File: src/rtl/irqc_pkg.sv
package irqc_pkg;
   typedef enum logic [1:0] {
      WORD_SET  = 2'd0,
      WORD_CLR  = 2'd1,
      WORD_NONE = 2'd2,
      WORD_STAT = 2'd3
   } irqc_word_e;
endpackage

File: src/rtl/irqc_bank.sv
module irqc_bank #(
   parameter int GROUP_W     = 8,
   parameter int GPB         = 4,
   parameter int LIVE_GROUPS = 4,
   localparam int W          = GROUP_W * GPB
) (
   input  logic         clk,
   input  logic         rst,
   input  logic [W-1:0] set_mask,
   input  logic [W-1:0] clr_mask,
   input  logic [W-1:0] src,
   output logic [W-1:0] en_q,
   output logic [W-1:0] pend
);
   logic [W-1:0] live;

   for (genvar g = 0; g < GPB; g++) begin : g_live
      if (g < LIVE_GROUPS) begin : g_on
         assign live[g*GROUP_W +: GROUP_W] = '1;
      end else begin : g_off
         assign live[g*GROUP_W +: GROUP_W] = '0;
      end
   end

   always_ff @(posedge clk) begin
      if (rst) en_q <= '0;
      else     en_q <= (en_q | (set_mask & live)) & ~clr_mask;
   end

   assign pend = src & en_q;


   a_r2_set_takes: assert property (@(posedge clk) disable iff (rst)
      (set_mask != '0) |=> ((en_q & $past(set_mask & live & ~clr_mask))
                            == $past(set_mask & live & ~clr_mask)));

   a_r3_clear_takes: assert property (@(posedge clk) disable iff (rst)
      (clr_mask != '0) |=> ((en_q & $past(clr_mask)) == '0));
   // zero bits have no effect
   a_r2_idle_stable: assert property (@(posedge clk) disable iff (rst)
      (set_mask == '0 && clr_mask == '0) |=> $stable(en_q));
endmodule

File: src/rtl/irqc_top.sv
module irqc_top
   import irqc_pkg::*;
#(
   parameter int NUM_GROUPS = 6,
   parameter int GROUP_W    = 8,
   parameter int GPB        = 4,
   parameter int ADDR_W     = 8,
   localparam int DATA_W    = GROUP_W * GPB,
   localparam int NSRC      = NUM_GROUPS * GROUP_W,
   localparam int NB        = (NUM_GROUPS + GPB - 1) / GPB,
   localparam int BSEL_W    = ADDR_W - 4
) (
   input  logic              clk,
   input  logic              rst,
   input  logic              wr_en,
   input  logic              rd_en,
   input  logic [ADDR_W-1:0] addr,
   input  logic [31:0]       wdata,
   output logic [31:0]       rdata,
   output logic              rd_valid,
   input  logic [NSRC-1:0]   src_in,
   output logic [NUM_GROUPS-1:0] grp_irq
);
   if (DATA_W != 32) begin : g_bad_width
      $error("irqc_top: GROUP_W * GPB must equal 32");
   end
   if (ADDR_W <= 4) begin : g_bad_addr
      $error("irqc_top: ADDR_W must exceed 4");
   end
   if (NB > (1 << BSEL_W)) begin : g_bad_banks
      $error("irqc_top: ADDR_W too small for bank count");
   end

   logic [BSEL_W-1:0]    bank_sel;
   irqc_word_e           word;
   logic [NB*DATA_W-1:0] src_pad;
   logic [NB*DATA_W-1:0] en_all;
   logic [NB*DATA_W-1:0] pend_all;
   logic [31:0]          rd_word;

   assign bank_sel = addr[ADDR_W-1:4];
   assign word     = irqc_word_e'(addr[3:2]);
   assign src_pad  = (NB*DATA_W)'(src_in);

   for (genvar b = 0; b < NB; b++) begin : g_bank
      localparam int LIVE = (NUM_GROUPS - b*GPB > GPB) ? GPB : NUM_GROUPS - b*GPB;
      logic hit;
      logic [DATA_W-1:0] set_m, clr_m;
      assign hit   = wr_en && (bank_sel == BSEL_W'(b));
      assign set_m = (hit && word == WORD_SET) ? wdata : '0;
      assign clr_m = (hit && word == WORD_CLR) ? wdata : '0;
      irqc_bank #(.GROUP_W(GROUP_W), .GPB(GPB), .LIVE_GROUPS(LIVE)) u_bank (
         .clk      (clk),
         .rst      (rst),
         .set_mask (set_m),
         .clr_mask (clr_m),
         .src      (src_pad[b*DATA_W +: DATA_W]),
         .en_q     (en_all[b*DATA_W +: DATA_W]),
         .pend     (pend_all[b*DATA_W +: DATA_W])
      );
   end

   always_comb begin
      rd_word = '0;
      for (int b = 0; b < NB; b++) begin
         if (bank_sel == BSEL_W'(b)) begin
            case (word)
               WORD_SET, WORD_CLR: rd_word = en_all[b*DATA_W +: DATA_W];
               WORD_STAT:          rd_word = pend_all[b*DATA_W +: DATA_W];
               default:            rd_word = '0;
            endcase
         end
      end
   end

   always_ff @(posedge clk) begin
      if (rst) begin
         rdata    <= '0;
         rd_valid <= 1'b0;
      end else begin
         rd_valid <= rd_en;
         if (rd_en) rdata <= rd_word;
      end
   end


   a_r9_read_answer: assert property (@(posedge clk) disable iff (rst)
      rd_en |=> rd_valid);
   a_r9_no_spurious: assert property (@(posedge clk) disable iff (rst)
      !rd_en |=> !rd_valid);

   for (genvar g = 0; g < NUM_GROUPS; g++) begin : g_out
      assign grp_irq[g] = |pend_all[g*GROUP_W +: GROUP_W];
      // a group output rises only with one of its own sources high
      a_r5_rise_needs_src: assert property (@(posedge clk) disable iff (rst)
         $rose(grp_irq[g]) |-> (|src_in[g*GROUP_W +: GROUP_W]));
   end
endmodule

File: config.mk
export PLATFORM = sky130hd
export DESIGN_NAME = irqc_top
export DESIGN_NICKNAME = d
export VERILOG_FILES = /design/src/rtl/irqc_pkg.sv /design/src/rtl/irqc_bank.sv /design/src/rtl/irqc_top.sv
export SDC_FILE = /design/constraint.sdc
export NUM_CORES = 1
export LEC_CHECK = 0
export ABC_AREA = 0
export CORE_ASPECT_RATIO = 0.9
export CORE_MARGIN = 4
export CORE_UTILIZATION = 30
export CTS_BUF_LIST = sky130_fd_sc_hd__clkbuf_4 sky130_fd_sc_hd__clkbuf_8
export DETAILED_ROUTE_END_ITERATION = 6
export DONT_BUFFER_PORTS = 1
export PLACE_DENSITY = 0.41
export SYNTH_ARGS = -nofsm -noshare
export SYNTH_HDL_FRONTEND = slang
export SYNTH_HIERARCHICAL = 1
export SYNTH_SLANG_ARGS = --single-unit
File: constraint.sdc
create_clock -name clk -period 2.3 [get_ports clk]
set_input_delay 0.345 -clock clk [delete_from_list [all_inputs] [get_ports clk]]
set_output_delay 0.345 -clock clk [all_outputs]
set_load 0.1 [all_outputs]
==> results of run 1 <==
-- layout make-up --
type	count	share of cell area
Clock inverter	2	0.00891
Tap cell	250	0.0464
Inverter	1	0.000557
Clock buffer	14	0.0258
Sequential cell	97	0.288
Timing Repair Buffer	55	0.0676
Multi-Input combinational cell	587	0.563
-- layout by cell type, fill, tap and decap left out, drive strengths merged --
cell type and n:
and4b 1, nor3 48, and4bb 1, dlygate4sd3 7, nand3b 1, nor4 12
inv 1, clkbuf 14, dfxtp 97, nand2 6, o31ai 32, nor2 82
bufinv 2, nor2b 64, nor4b 2, buf 48, o21ai 32, o41ai 1
or4 1, nor3b 16, a211oi 32, conb 16, and2 176, and3 64
-- path summary, 6_finish.rpt --
check                                                from                        end  slack [ns]
worst max-delay path             g_bank[1].u_bank/en_q[3]                 grp_irq[4]        0.28
worst min register to register  g_bank[1].u_bank/en_q[31]  g_bank[1].u_bank/en_q[31]        0.48
worst min-delay path                                  rst  g_bank[0].u_bank/en_q[16]        0.07
worst max register to register  g_bank[0].u_bank/en_q[31]                  rdata[31]        1.12
-- layer usage --
| metal | vias to the layer above | global-route usage |
|---|---|---|
| met5 | - | 0 |
| met4 | 6 | 0.0373 |
| met3 | 16 | 0.0614 |
| met2 | 106 | 0.277 |
| met1 | 2330 | 0.198 |
| li1 | 2504 | - |
-- sequential cells by signal, summed over array words and instances (netlist names) --
signal              count
rdata                  32
g_bank.u_bank/en_q     64
rd_valid                1
-- metrics by stage --
step	area (um^2)	utilization	std cells
after floorplan	5970	-	740
after global placement	6440	0.334	983
after detailed placement	6440	0.334	983
after CTS	6720	0.349	1004
after global routing	6740	0.350	1006
final	6740	0.350	1006
-- where the power goes --
group          internal (uW)  leakage, uW  switching (uW)  total, uW
logic                   90.0      0.00196             242        332
clock network            711     0.000121             616       1330
registers               1700     0.000785            8.15       1710
-- worst max-delay path: cells and delay by family (launching register included) --
family                 cells  cell delay, ns
and+or+nand+nor            3            0.72
DFF                        1            0.32
buffers and inverters      1            0.26
==> metrics list, run 1 <==
* Leak: roughly 0.0029 uW
* Synthesized netlist cell count: 725
* Via count: 4,962
* Initial antenna violation count: 3
* Number of CTS-inserted buffers: 9
- Worst-path fanout max: 3
* Number of failing hold endpoints at the final stage: 0
* Count of boundary I/O pins: about 130
* Max VDD drop: between 0.2 and 0.25 mV
* Clock-pin slew of the registers on the worst-case setup and hold paths: ~0.1 ns
- I/O Buffers: 0
* DRC: 0
- Setup repair after global routing left no endpoint under its margin.
- The multi-input combinational cells in the finished layout cover a total of 0.00379 mm^2.
* Maximum number of pins on one net before global-route repair: approximately 130
* Power Total: 3370 uW
* CP Launch Type: flip-flop
* Top Metal Used: met5
- Initial Util: 0.307
- Critical path, cell by cell: and2_1, nor4_1, nand2_1, buf_4
* Power density normalized to cell area: 500 mW/mm^2
- Remaining antenna violation count after routing: 0
- Slew at the pin closest to its max-slew limit: around 0.5 ns
* # nets final: about 840
- Dividing the detail-routed via count by the number of cells gives 4.93.
* Warnings from Yosys: 6
- The clock period could shrink to 2.02 ns.
- The first detailed-routing pass ran for 6 iterations.
- FMAX: a little under 500 MHz
- For this design, the CTS-stage hold fixing added 5 buffers.
- In this design, the stage delay of the slowest critical-path cell is ~0.47 ns.
* Class of the worst hold path: in2reg
- Crit path arrival time: around 1.7 ns
* Hold slack: ~0.066 ns
- Post-CTS Repair Setup Buffers: 0
* DR WL met2: 8680 um
* Depth of the worst register-to-register path: 4
* Result of the run: complete, no violations
- WL/cell: roughly 18 um
- Share of layout cells above drive strength 1: 0.172
- On the final layout, the worst clock skew is 0.00755 ns.
* Max Transition Viols Final: 0
* Footprint of the flip-flops and latches: between 0.0015 and 0.002 mm^2
- Detailed-routing wirelength on met1: 7620 um
- Full die area: between 0.02 and 0.025 mm^2
* Number of design-rule violations left by the first detailed-router iteration: between 100 and 150
- Detailed placer's ending HPWL: around 11,000 um
* Detailed-route wire length: 17,900 um
- Summed over all failing endpoints, the final setup total negative slack is 0 ns.
* Count of standard-cell rows: 48
* Syn-to-layout area delta: 13.9%
- The critical path is of the reg2out type.
- Chip height: roughly 140 um
* Syn avg cell area: 8.16 um^2
* Total global routing track utilization: 0.164
- Count of cells resized by post-cts repair: 0
- Clock tree synthesis found a total of a little under 100 sinks.
* Deepest level of the CTS H-tree: 3
- Die X: approximately 160 um
* Depth of the worst hold-timing path: 1
- Worst EP required: roughly 2 ns
- Measured against its own limit, the worst slew margin works out to 0.671.
* Netlist area before placement: between 0.005 and 0.006 mm^2
* Cell with the largest stage delay on the worst path: sky130_fd_sc_hd__nor4_1
* Area inside the core boundary: around 0.019 mm^2
* # Max-Cap Violations: 0
- Met3 wire len: ~1400 um
- Number of fillers in the final layout: roughly 2,000
- The first global-routing pass estimated 28,100 um of wire.
- Ratio of final minimum period to clock period: 0.880
- The number of antenna diodes in the final layout is 0.
- Largest buffer count on any clock path: 2
- The number of global-route vias before repair is between 4,000 and 5,000.
- Setup-failing EPs final: 0
- Slack of the critical path: roughly 0.28 ns
- Crit end category: primary output
- The later pin in the worst-skew pair is clocked with a latency of about 0.38 ns.
- TritonCTS built the clock tree.
* Placement Setup Slack: around 0.32 ns
* Weighted congestion reported at the end of routability-driven placement: 0.746
* Overflow left after global routing: 0
- The tree is rooted in a sky130_fd_sc_hd__clkbuf_8.
Power figures use the tool's default switching activity.
==> run 2, diff against run 1 <==
PLACE_DENSITY = unset   (was 0.41)
PLACE_DENSITY_LB_ADDON = 0.2   (was unset)
==> metrics list, run 2 (synthesized netlist as in run 1, its figures left out) <==
* FMAX: 489 MHz
- Number of design-rule violations left by the first detailed-router iteration: roughly 170
- Weighted congestion reported at the end of routability-driven placement: ~0.74
- Between clock sinks in the finished design, the worst skew comes to roughly 0.012 ns.
- The critical path is of the reg2out type.
- Most common cell after layout, fill and taps aside: sky130_fd_sc_hd__and2_1
- After routing, the total negative slack on setup checks comes to 0 ns.
- Total global routing track utilization: 0.156
- The first global-routing pass estimated around 27,000 um of wire.
- The largest registers in the layout are g_bank.u_bank/en_q (64), rdata (32), rd_valid (1).
- Buffer cell driving the clock tree root: sky130_fd_sc_hd__clkbuf_8
- Across all register-to-register paths, the minimum setup slack is ~1.1 ns.
- I/O Buffers: 0
* Number of global-route vias before repair: between 4,000 and 5,000
* Share of layout cells above drive strength 1: 0.177
- Counting flops per register, the top entry is g_bank.u_bank/en_q.
* Overflow left after global routing: 0
- Cell count along the critical path: 4
* RSZ-0062 raised after global routing: no
* Hold slack: approximately 0.05 ns
- Maximum number of pins on one net before global-route repair: 133
* Via count: 4,919
- During I/O placement, the number of pins put on the boundary was approximately 130.
- Power density normalized to cell area: ~470 mW/mm^2
- The worst setup path is launched from a flip-flop.
- Data arrives at the worst endpoint at 1.70 ns.
- CP delay by family, top: simple AND/OR/NAND/NOR gates
- Initial Util: 0.307
- Initial antenna violation count: 3
- Deepest level of the CTS H-tree: 3
* Area inside the core boundary: between 0.015 and 0.02 mm^2
- Count of cells resized by post-cts repair: 0
- Detailed placement ended at an HPWL of 11,400 um.
* WL/cell: between 15 and 20 um
* Number of fillers in the final layout: between 1,500 and 2,000
- The die is around 140 um tall.
- Syn-to-layout area delta: 12.5%
* Detailed-route vias per instance: 4.89
* Total number of clock tree sinks: between 90 and 100
- The net count of the finished layout is between 800 and 900.
- The number of buffers and inverters on the critical path is 1.
* Max VDD drop: roughly 0.23 mV
- Full die area: 0.0220 mm^2
- Final std cell area, no fill: roughly 0.0067 mm^2
- First-pass iteration count of the detailed router: 4
* Die X: about 160 um
* Number of failing hold endpoints at the final stage: 0
* Source of the worst register-to-register timing path: g_bank[0].u_bank/en_q[10]
* Ratio of final minimum period to clock period: 0.889
* Worst EP required: roughly 2.0 ns
- Max Transition Viols Final: 0
- Cell with the largest stage delay on the worst path: sky130_fd_sc_hd__nor4_1
* Leak: ~0.0028 uW
- Crit end category: primary output
- Remaining antenna violation count after routing: 0
- Shortest clock period the worst path allows after layout: a little over 2 ns
* Number of CTS-inserted buffers: 9
- The later pin in the worst-skew pair is clocked with a latency of 0.38 ns.
- Result of the run: complete, no violations
- In this run the critical register-to-register path is captured at rdata[10].
- In this run the worst path has a maximum fanout of 3.
- The floorplan has 48 rows.
- Post-detailed-placement cell area: 0.00643 mm^2
- The signal on the critical path passes through and2_1, nor4_1, nand2_1, buf_4.
- Measured in cells, the most critical reg-to-reg path has a length of 4.
* Final design utilization: 0.345
- Clock tree from TritonCTS: done
- # Max-Cap Violations: 0
* Clock-pin slew of the registers on the worst-case setup and hold paths: approximately 0.10 ns
* DRC: 0
* Class of the worst hold path: in2reg
- Setup-failing EPs final: 0
* CP startpoint: g_bank[0].u_bank/en_q[11]
* Largest buffer count on any clock path: 2
- In this design, the stage delay of the slowest critical-path cell is between 0.4 and 0.5 ns.
- The register with the most flip-flops in the layout has 64 of them.
- The most critical setup path has its endpoint at grp_irq[1].
* Detailed-route wire length: between 15,000 and 20,000 um
* Commonest cells after routing, fill and taps aside: sky130_fd_sc_hd__and2_1 (176), sky130_fd_sc_hd__dfxtp_1 (97), sky130_fd_sc_hd__nor2_1 (81), sky130_fd_sc_hd__nor2b_1 (64), sky130_fd_sc_hd__and3_1 (64)
run 2: cell type report:
class                           count  area (um^2)  area share
Antenna cell                        3         7.51     0.00113
Sequential cell                    97         1940       0.292
Multi-Input combinational cell    587         3790       0.570
Tap cell                          250          313      0.0470
Inverter                            1         3.75    0.000564
Clock buffer                       12          165      0.0248
Timing Repair Buffer               52          405      0.0609
Clock inverter                      4         26.3     0.00395
run 2: per-stage QoR:
step	std cells	worst slack [ns]	total power [uW]
6_report	1006	0.254	3160
3_3_place_gp	985	0.445	2060
5_1_grt	1006	0.127	3290
2_1_floorplan	740	0.571	2080
4_1_cts	1003	0.201	3230
3_5_place_dp	985	0.406	2070
run 2: layer usage:
| metal | vias to the layer above | global-route usage | share of wire |
|---|---|---|---|
| met4 | 0 | 0.0359 | 0.0098 |
| met3 | 10 | 0.0522 | 0.068 |
| met1 | 2311 | 0.190 | 0.44 |
| li1 | 2500 | - | - |
| met2 | 98 | 0.265 | 0.48 |
| met5 | - | 0 | 0 |
run 2: power by group:
group | switching [uW] | internal, uW | leakage (uW) | total, uW
clock network | 639 | 481 | 0.0000984 | 1120
registers | 8.72 | 1700 | 0.000785 | 1710
logic | 244 | 86.5 | 0.00195 | 330
total | 891 | 2270 | 0.00284 | 3160
run 2: how the worst min path moves through the flow:
stage               cells past startpoint                   endpoint  slack, ns  from
floorplan                               1  g_bank[1].u_bank/en_q[16]       0.42   rst
global placement                        1  g_bank[0].u_bank/en_q[29]       0.43   rst
detailed placement                      1  g_bank[1].u_bank/en_q[24]       0.43   rst
CTS                                     1  g_bank[0].u_bank/en_q[26]       0.01   rst
global route                            1  g_bank[0].u_bank/en_q[26]       0.02   rst
finish                                  1  g_bank[0].u_bank/en_q[26]       0.05   rst
run 2: timing repair:
item                      in CTS  in global routing
setup buffers                  0                  0
hold buffers                   2                  0
hold endpoints to repair      23                  0
